**config.mk**
```make
export PLATFORM = sky130hd
export DESIGN_NAME = frame_deser
export DESIGN_NICKNAME = d
export VERILOG_FILES = /design/src/rtl/frx_pkg.sv /design/src/rtl/frx_datapath.sv /design/src/rtl/frx_control.sv /design/src/rtl/frame_deser.sv
export SDC_FILE = /design/constraint.sdc
export NUM_CORES = 1
export LEC_CHECK = 0
export CORE_AREA = 5 5 82 65
export CTS_CLUSTER_SIZE = 25
export DETAILED_ROUTE_END_ITERATION = 7
export DIE_AREA = 0 0 87 70
export PLACE_DENSITY = 0.83
export SLEW_MARGIN = 20
export SYNTH_ARGS = -nofsm -noshare
export SYNTH_HDL_FRONTEND = slang
export SYNTH_HIERARCHICAL = 1
export SYNTH_SLANG_ARGS = --single-unit
```
**constraint.sdc**
```tcl
create_clock -name clk -period 2.2 [get_ports clk]
set_input_delay 0.55 -clock clk [delete_from_list [all_inputs] [get_ports clk]]
set_output_delay 0.55 -clock clk [all_outputs]
set_load 0.05 [all_outputs]
```
**src/rtl/frx_pkg.sv**
```systemverilog
package frx_pkg;
  // frame synchronisation states
  typedef enum logic [1:0] {
    ST_HUNT    = 2'd0,
    ST_CONFIRM = 2'd1,
    ST_LOCKED  = 2'd2
  } syncState_t;

  // strobes from control to datapath
  typedef struct packed {
    logic clear;    // turned around: flush shifter, park strobe
    logic load;     // capture the current frame into the word bus
    logic clkRise;  // half frame elapsed: raise the word strobe
  } frxCtl_t;
endpackage

```
**src/rtl/frx_datapath.sv**
```systemverilog
module frx_datapath
  import frx_pkg::*;
#(
  parameter int DATA_W    = 24,
  parameter int BOUND_W   = 2,
  parameter bit DEDICATED = 1'b0
) (
  input  logic              clk,
  input  logic              rstN,
  input  logic              serIn,
  input  frxCtl_t           ctl,
  output logic              frameMatch,
  output logic [DATA_W-1:0] dataOut,
  output logic              wordClk
);
  localparam int FRAME_W = DATA_W + BOUND_W;

  logic [FRAME_W-1:0] shiftReg;
  logic [DATA_W-1:0]  rxWord;
  logic [DATA_W-1:0]  mappedWord;

  // oldest bit sits at index 0 once a whole frame has entered
  assign rxWord     = shiftReg[FRAME_W-1:BOUND_W];
  assign frameMatch = shiftReg[0] && (shiftReg[BOUND_W-1:1] == '0);

  generate
    if (DEDICATED) begin : g_reserved
      // top two received bits are reserved: drop them, lift the two below
      assign mappedWord = {rxWord[DATA_W-3:DATA_W-4],
                           rxWord[DATA_W-1:DATA_W-2] & 2'b00,
                           rxWord[DATA_W-5:0]};
    end else begin : g_plain
      assign mappedWord = rxWord;
    end
  endgenerate

  always_ff @(posedge clk or negedge rstN) begin
    if (!rstN) begin
      shiftReg <= '0;
      dataOut  <= '0;
      wordClk  <= 1'b1;
    end else begin
      if (ctl.clear) shiftReg <= '0;
      else           shiftReg <= {serIn, shiftReg[FRAME_W-1:1]};

      if (ctl.load) dataOut <= mappedWord;

      if (ctl.clear)        wordClk <= 1'b1;
      else if (ctl.load)    wordClk <= 1'b0;
      else if (ctl.clkRise) wordClk <= 1'b1;
    end
  end
endmodule

```
**src/rtl/frx_control.sv**
```systemverilog
module frx_control
  import frx_pkg::*;
#(
  parameter int FRAME_W = 26
) (
  input  logic    clk,
  input  logic    rstN,
  input  logic    enable,
  input  logic    frameMatch,
  output frxCtl_t ctl,
  output logic    aligned
);
  localparam int                CNT_W   = $clog2(FRAME_W);
  localparam logic [CNT_W-1:0] LAST_BIT = CNT_W'(FRAME_W - 1);
  localparam logic [CNT_W-1:0] HALF_M1  = CNT_W'(FRAME_W / 2 - 1);

  syncState_t       state, stateNxt;
  logic [CNT_W-1:0] bitCnt;
  logic             missSeen, missNxt;
  logic             cntRestart, loadNow, tick;

  assign tick = (bitCnt == LAST_BIT);

  always_comb begin
    stateNxt   = state;
    missNxt    = missSeen;
    cntRestart = tick;
    loadNow    = 1'b0;
    unique case (state)
      ST_HUNT: begin
        if (frameMatch) begin
          stateNxt   = ST_CONFIRM;
          cntRestart = 1'b1;
        end
      end
      ST_CONFIRM: begin
        if (tick) stateNxt = frameMatch ? ST_LOCKED : ST_HUNT;
      end
      ST_LOCKED: begin
        if (tick) begin
          if (frameMatch) begin
            loadNow = 1'b1;
            missNxt = 1'b0;
          end else if (missSeen) begin
            stateNxt = ST_HUNT;
            missNxt  = 1'b0;
          end else begin
            missNxt = 1'b1;
          end
        end
      end
      default: stateNxt = ST_HUNT;
    endcase
  end

  always_ff @(posedge clk or negedge rstN) begin
    if (!rstN) begin
      state    <= ST_HUNT;
      bitCnt   <= '0;
      missSeen <= 1'b0;
    end else if (!enable) begin
      state    <= ST_HUNT;
      bitCnt   <= '0;
      missSeen <= 1'b0;
    end else begin
      state    <= stateNxt;
      bitCnt   <= cntRestart ? '0 : bitCnt + 1'b1;
      missSeen <= missNxt;
    end
  end

  always_comb begin
    ctl.clear   = !enable;
    ctl.load    = enable && loadNow;
    ctl.clkRise = enable && (bitCnt == HALF_M1);
  end

  assign aligned = (state == ST_LOCKED);
endmodule

```
**src/rtl/frame_deser.sv**
```systemverilog
module frame_deser
  import frx_pkg::*;
#(
  parameter int DATA_W    = 24,
  parameter int BOUND_W   = 2,
  parameter bit DEDICATED = 1'b0
) (
  input  logic              clk,
  input  logic              rstN,
  input  logic              enable,
  input  logic              serIn,
  output logic [DATA_W-1:0] dataOut,
  output logic              wordClk
);
  localparam int FRAME_W = DATA_W + BOUND_W;

  frxCtl_t ctl;
  logic    frameMatch;
  logic    aligned;

  frx_control #(.FRAME_W(FRAME_W)) ctrl_i (
    .clk        (clk),
    .rstN       (rstN),
    .enable     (enable),
    .frameMatch (frameMatch),
    .ctl        (ctl),
    .aligned    (aligned)
  );

  frx_datapath #(
    .DATA_W    (DATA_W),
    .BOUND_W   (BOUND_W),
    .DEDICATED (DEDICATED)
  ) dp_i (
    .clk        (clk),
    .rstN       (rstN),
    .serIn      (serIn),
    .ctl        (ctl),
    .frameMatch (frameMatch),
    .dataOut    (dataOut),
    .wordClk    (wordClk)
  );
endmodule

```
### After elaboration in Yosys (flattened, before gate mapping)

Cells that the tools add are included.

* word-level logic and storage cells: 50
* bits of input ports: 4
* bits in registers: 59

* $add $sub $neg: 1
* reductions and logical operators: 6
* bitwise gates (word level): 1
* muxes and demuxes: 24
* eq/ne operators: 12

Operators with widths (count)
* $mux 26: 1
* $mux 2: 7
* $mux 1: 13
* $ne 3x2->1 const B: 4
* $mux 5: 2
* $pmux 2 s3: 1
* $add 5x1->5 const B: 1
* $eq 5x4->1 const B: 1
* $eq 5x5->1 const B: 1
* $reduce_and 5->1: 1
* $ne 2x1->1 const B: 2
* $logic_and 1x1->1: 3
* $ne 3x1->1 const B: 1
* $ne 3x3->1 const B: 1
* $eq 2x1->1 const B: 1
* $eq 2x2->1 const B: 1
* $logic_not 2->1: 1
* $reduce_and 2->1: 1
* $not 1->1: 1

### Longest topological paths before layout

* depth after elaboration: 8
* gate-level depth with buffers: 7

### Modules after synthesis

Netlist, hierarchy kept.

Modules (own cells, without submodules)
* frx_datapath: cells an instance 109, area an instance 1865.5 um^2, instances 1
* frx_control: cells an instance 45, area an instance 435.4 um^2, instances 1

### Worst setup path before layout

No wires, ideal clock.

* path kind: register to register
* start: reg ctrl_i.bitCnt[1]
* end: reg dp_i.dataOut[10]
* arrival: 1659 ps
* path slack: 416 ps
* required time: 2075 ps
* cell stages (with the launch flop): 8
* cells stage by stage: dfrtp_1 -> inv_1 -> ha_1 -> nand4b_4 -> nor4_1 -> buf_6 -> buf_12 -> mux2_4

RTL lines
* start, declared: line frx_control.sv:18 `logic [CNT_W-1:0] bitCnt;`
* start signal, assigned: line frx_control.sv:67 `bitCnt <= cntRestart ? '0 : bitCnt + 1'b1;`
* end signal, assigned: line frx_datapath.sv:46 `if (ctl.load) dataOut <= mappedWord;`
* end, declared: line frx_datapath.sv:13 `output logic [DATA_W-1:0] dataOut,`

### Worst setup path after layout

* start: reg dp_i.dataOut[22]
* end: out dataOut[22]

RTL lines
* end, declared: line frame_deser.sv:12 `output logic [DATA_W-1:0] dataOut,`

No word-level cell between the ends.

==> impl_metrics.env <==
export IMPL_grt_pass1_wl_mm=6.962
export IMPL_grt_usage_pct=15.26
export IMPL_place_gp_congestion=0.7280
export IMPL_status="finished clean"
export IMPL_path_class="register to primary output"
export IMPL_yosysWarnings=6
export IMPL_syn_mean_instance_area_um2=14.94
export IMPL_rows=21
export IMPL_cp_start_kind="register"
export IMPL_grt_pass1_vias=1403
export IMPL_dr_pass1_iters=4
export IMPL_drcViolationCount=0
export IMPL_hp_class="primary input to async pin"
export IMPL_clock_latency_ns=0.33
export IMPL_wl_mm=3.994
export IMPL_num_io_pins=29
export IMPL_layout_area_overhead_vs_synth_pct=25.01
export IMPL_grt_setup_unrepaired="false"
export IMPL_synth_seq_cells=59
export IMPL_nFillCells=302
export IMPL_nets=201
export IMPL_multi_input_area_um2=742.0
export IMPL_post_route_period_util_pct=94.19
export IMPL_timing_fmax_mhz=482.6
export IMPL_place_hpwl_mm=2.699
export IMPL_synth_fp_nets=161
export IMPL_slowest_delay_ns=0.81
export IMPL_reg2regPathDepth=6
export IMPL_ctsHtreeMaxLevel=3
export IMPL_crit_chain="clkdlybuf4s50_1"
export IMPL_cts_resized=0
export IMPL_antenna_found_initial=0
export IMPL_synthCells=154
export IMPL_ir_worst_vdd_uv=593.6
export IMPL_post_route_min_period_ns=2.072
export IMPL_required_ns=1.65
export IMPL_whs_ns=0.1639
export IMPL_synth_cell_area_um2=2301
export IMPL_regArea_um2=1478
export IMPL_worst_path_buf_inv=1
export IMPL_via_per_inst=5.004
export IMPL_final_setup_worst_slack_ns=0.1278
export IMPL_drive_gt1_share_pct=26.13
export IMPL_setup_viol=0
export IMPL_cts_sinks=59
export IMPL_final_common_cell="dfrtp_1"
export IMPL_powerDensity_nw_per_um2=812.1
export IMPL_path_clk_slew_ns=0.06
export IMPL_dieHeight_um=70
export IMPL_ys_types=26
export IMPL_portBuffers=28
export IMPL_n_antenna_cell=0
export IMPL_final_antenna_net_count=0
export IMPL_grt_max_degree=31
export IMPL_final_cell_mix="dfrtp_1 (58), clkdlybuf4s50_1 (26), nor2b_1 (24), mux2_4 (19), clkbuf_8 (10)"
export IMPL_grt_ovfl_total=0
export IMPL_fp_dieW_um=87
export IMPL_final_cells=256
export IMPL_end_kind="primary output"
export IMPL_cp_data_arrival_time_ns=1.52
export IMPL_slew_limit_headroom_pct=65.85
export IMPL_start_util_pct=52.44
export IMPL_power_leakage_uw=0.001416
export IMPL_post_cts_buffers=0
export IMPL_vias=1281
export IMPL_coreArea_um2=4388
export IMPL_cts_made_buffers=9
export IMPL_yosysSeqAreaShare_pct=64.22
export IMPL_cp_max_fo=2
export IMPL_skew_ns=0.007444
export IMPL_place_inst=240
export IMPL_critPathSlowestCell="clkdlybuf4s50_1"
export IMPL_worst_pin_slew_ns=0.5106
export IMPL_final_hold_violation_count=0
export IMPL_post_place_ws_ns=-0.05236
export IMPL_timing_final_max_slew_violations=0
export IMPL_cp_num_cells=1
export IMPL_crit_family="buffers and inverters"
export IMPL_clockBufferDepth=2
export IMPL_die_area_um2=6090
export IMPL_wl_per_cell_um=15.60
export IMPL_cts_root_buf="clkbuf_8"
export IMPL_ctsHoldBuffers=0
export IMPL_drt_initial_drc_count=100
export IMPL_maxCapViolCount=0
export IMPL_cts_tree="yes"
-- cells in the mapped netlist --
master / instances / area share [%]
a21oi_1: 3 / 0.65
and2b_1: 4 / 1.3
buf_12: 2 / 1.7
buf_2: 2 / 0.44
buf_6: 1 / 0.49
dfrtp_1: 58 / 63
dfstp_2: 1 / 1.1
ha_1: 3 / 1.6
inv_1: 7 / 1.1
mux2_2: 5 / 2.4
mux2_4: 19 / 12
nand2_1: 3 / 0.49
nand2b_1: 1 / 0.27
nand3_1: 3 / 0.65
nand4b_4: 1 / 1.0
nor2_1: 6 / 0.98
nor2b_1: 24 / 6.5
nor3_1: 1 / 0.22
nor4_1: 1 / 0.27
o21ai_0: 1 / 0.22
o21bai_1: 1 / 0.33
o31ai_1: 1 / 0.33
or3b_2: 2 / 0.76
or4_1: 1 / 0.33
xnor2_1: 1 / 0.38
xor2_1: 2 / 0.76
-- area by class of cell --
| class | count | share of cell area, % |
|---|---|---|
| Sequential cell | 59 | 51.37 |
| Clock inverter | 5 | 3.480 |
| Inverter | 7 | 0.9134 |
| Clock buffer | 11 | 4.915 |
| Timing Repair Buffer | 34 | 11.05 |
| Tap cell | 57 | 2.479 |
| Multi-Input combinational cell | 83 | 25.79 |
-- worst paths after layout --
path | end | startpoint | slack [ns]
max | dataOut[22] | dp_i/dataOut[22]$_DFFE_PN0P_ | 0.13
min | dp_i/shiftReg[20]$_DFF_PN0_ | rstN | 0.16
max reg2reg | dp_i/dataOut[2]$_DFFE_PN0P_ | ctrl_i/bitCnt[1]$_DFF_PN0_ | 0.25
min reg2reg | dp_i/shiftReg[20]$_DFF_PN0_ | dp_i/shiftReg[21]$_DFF_PN0_ | 0.49
max in group asynchronous | dp_i/dataOut[22]$_DFFE_PN0P_ | rstN | 1.41
min in group clk | dp_i/shiftReg[20]$_DFF_PN0_ | dp_i/shiftReg[21]$_DFF_PN0_ | 0.49
-- state kept, by name, indices dropped and copies added (netlist names) --
register,cells
ctrl_i/bitCnt,5
dp_i/dataOut,24
ctrl_i/missSeen,1
ctrl_i/state,2
dp_i/wordClk,1
dp_i/shiftReg,26
-- cell families (layout without fill, tap and decap cells) --
logic type / after synthesis / in the layout / synth area share, %
AOI/OAI and AO/OA: 6 / 6 / 1.522
buffers and inverters: 12 / 57 / 3.807
adders and majority gates: 3 / 3 / 1.631
and+or+nand+nor: 47 / 47 / 12.83
xor gates and xnor gates: 3 / 3 / 1.142
muxes: 24 / 24 / 14.84
DFF: 59 / 59 / 64.22
-- power by group --
part / switching, µW / internal [µW] / total [µW]
registers: 6.57 / 1090 / 1100
logic: 41.6 / 18.9 / 60.5
clock network: 397 / 779 / 1180
total: 445 / 1890 / 2340
-- worst reg2reg max path: stages, from the launching register on --
cell,delay (ns)
dfrtp_1,0.39
inv_1,0.10
ha_1,0.22
nand4b_4,0.16
nor4_2,0.29
buf_4,0.29
mux2_2,0.37
-- routing by layer --
layer	share of wire (%)	vias up	GRT usage, %
li1	-	582	-
met1	43	653	18.64
met2	48	36	23.00
met3	6.3	10	6.698
met4	2.1	0	7.266
met5	0	-	0
-- per-stage QoR --
| step | utilization, % | setup TNS (ns) | power, µW | instance area [µm²] |
|---|---|---|---|---|
| 6_report | 65.55 | 0 | 2336 | 2877 |
| 3_3_place_gp | 60.05 | 0 | 1175 | 2635 |
| 2_1_floorplan | - | 0 | 1142 | 2301 |
| 5_1_grt | 65.55 | 0 | 2424 | 2877 |
| 4_1_cts | 65.55 | 0 | 2367 | 2877 |
| 3_5_place_dp | 60.05 | -0.6044 | 1181 | 2635 |
Power figures use the tool's default switching activity.
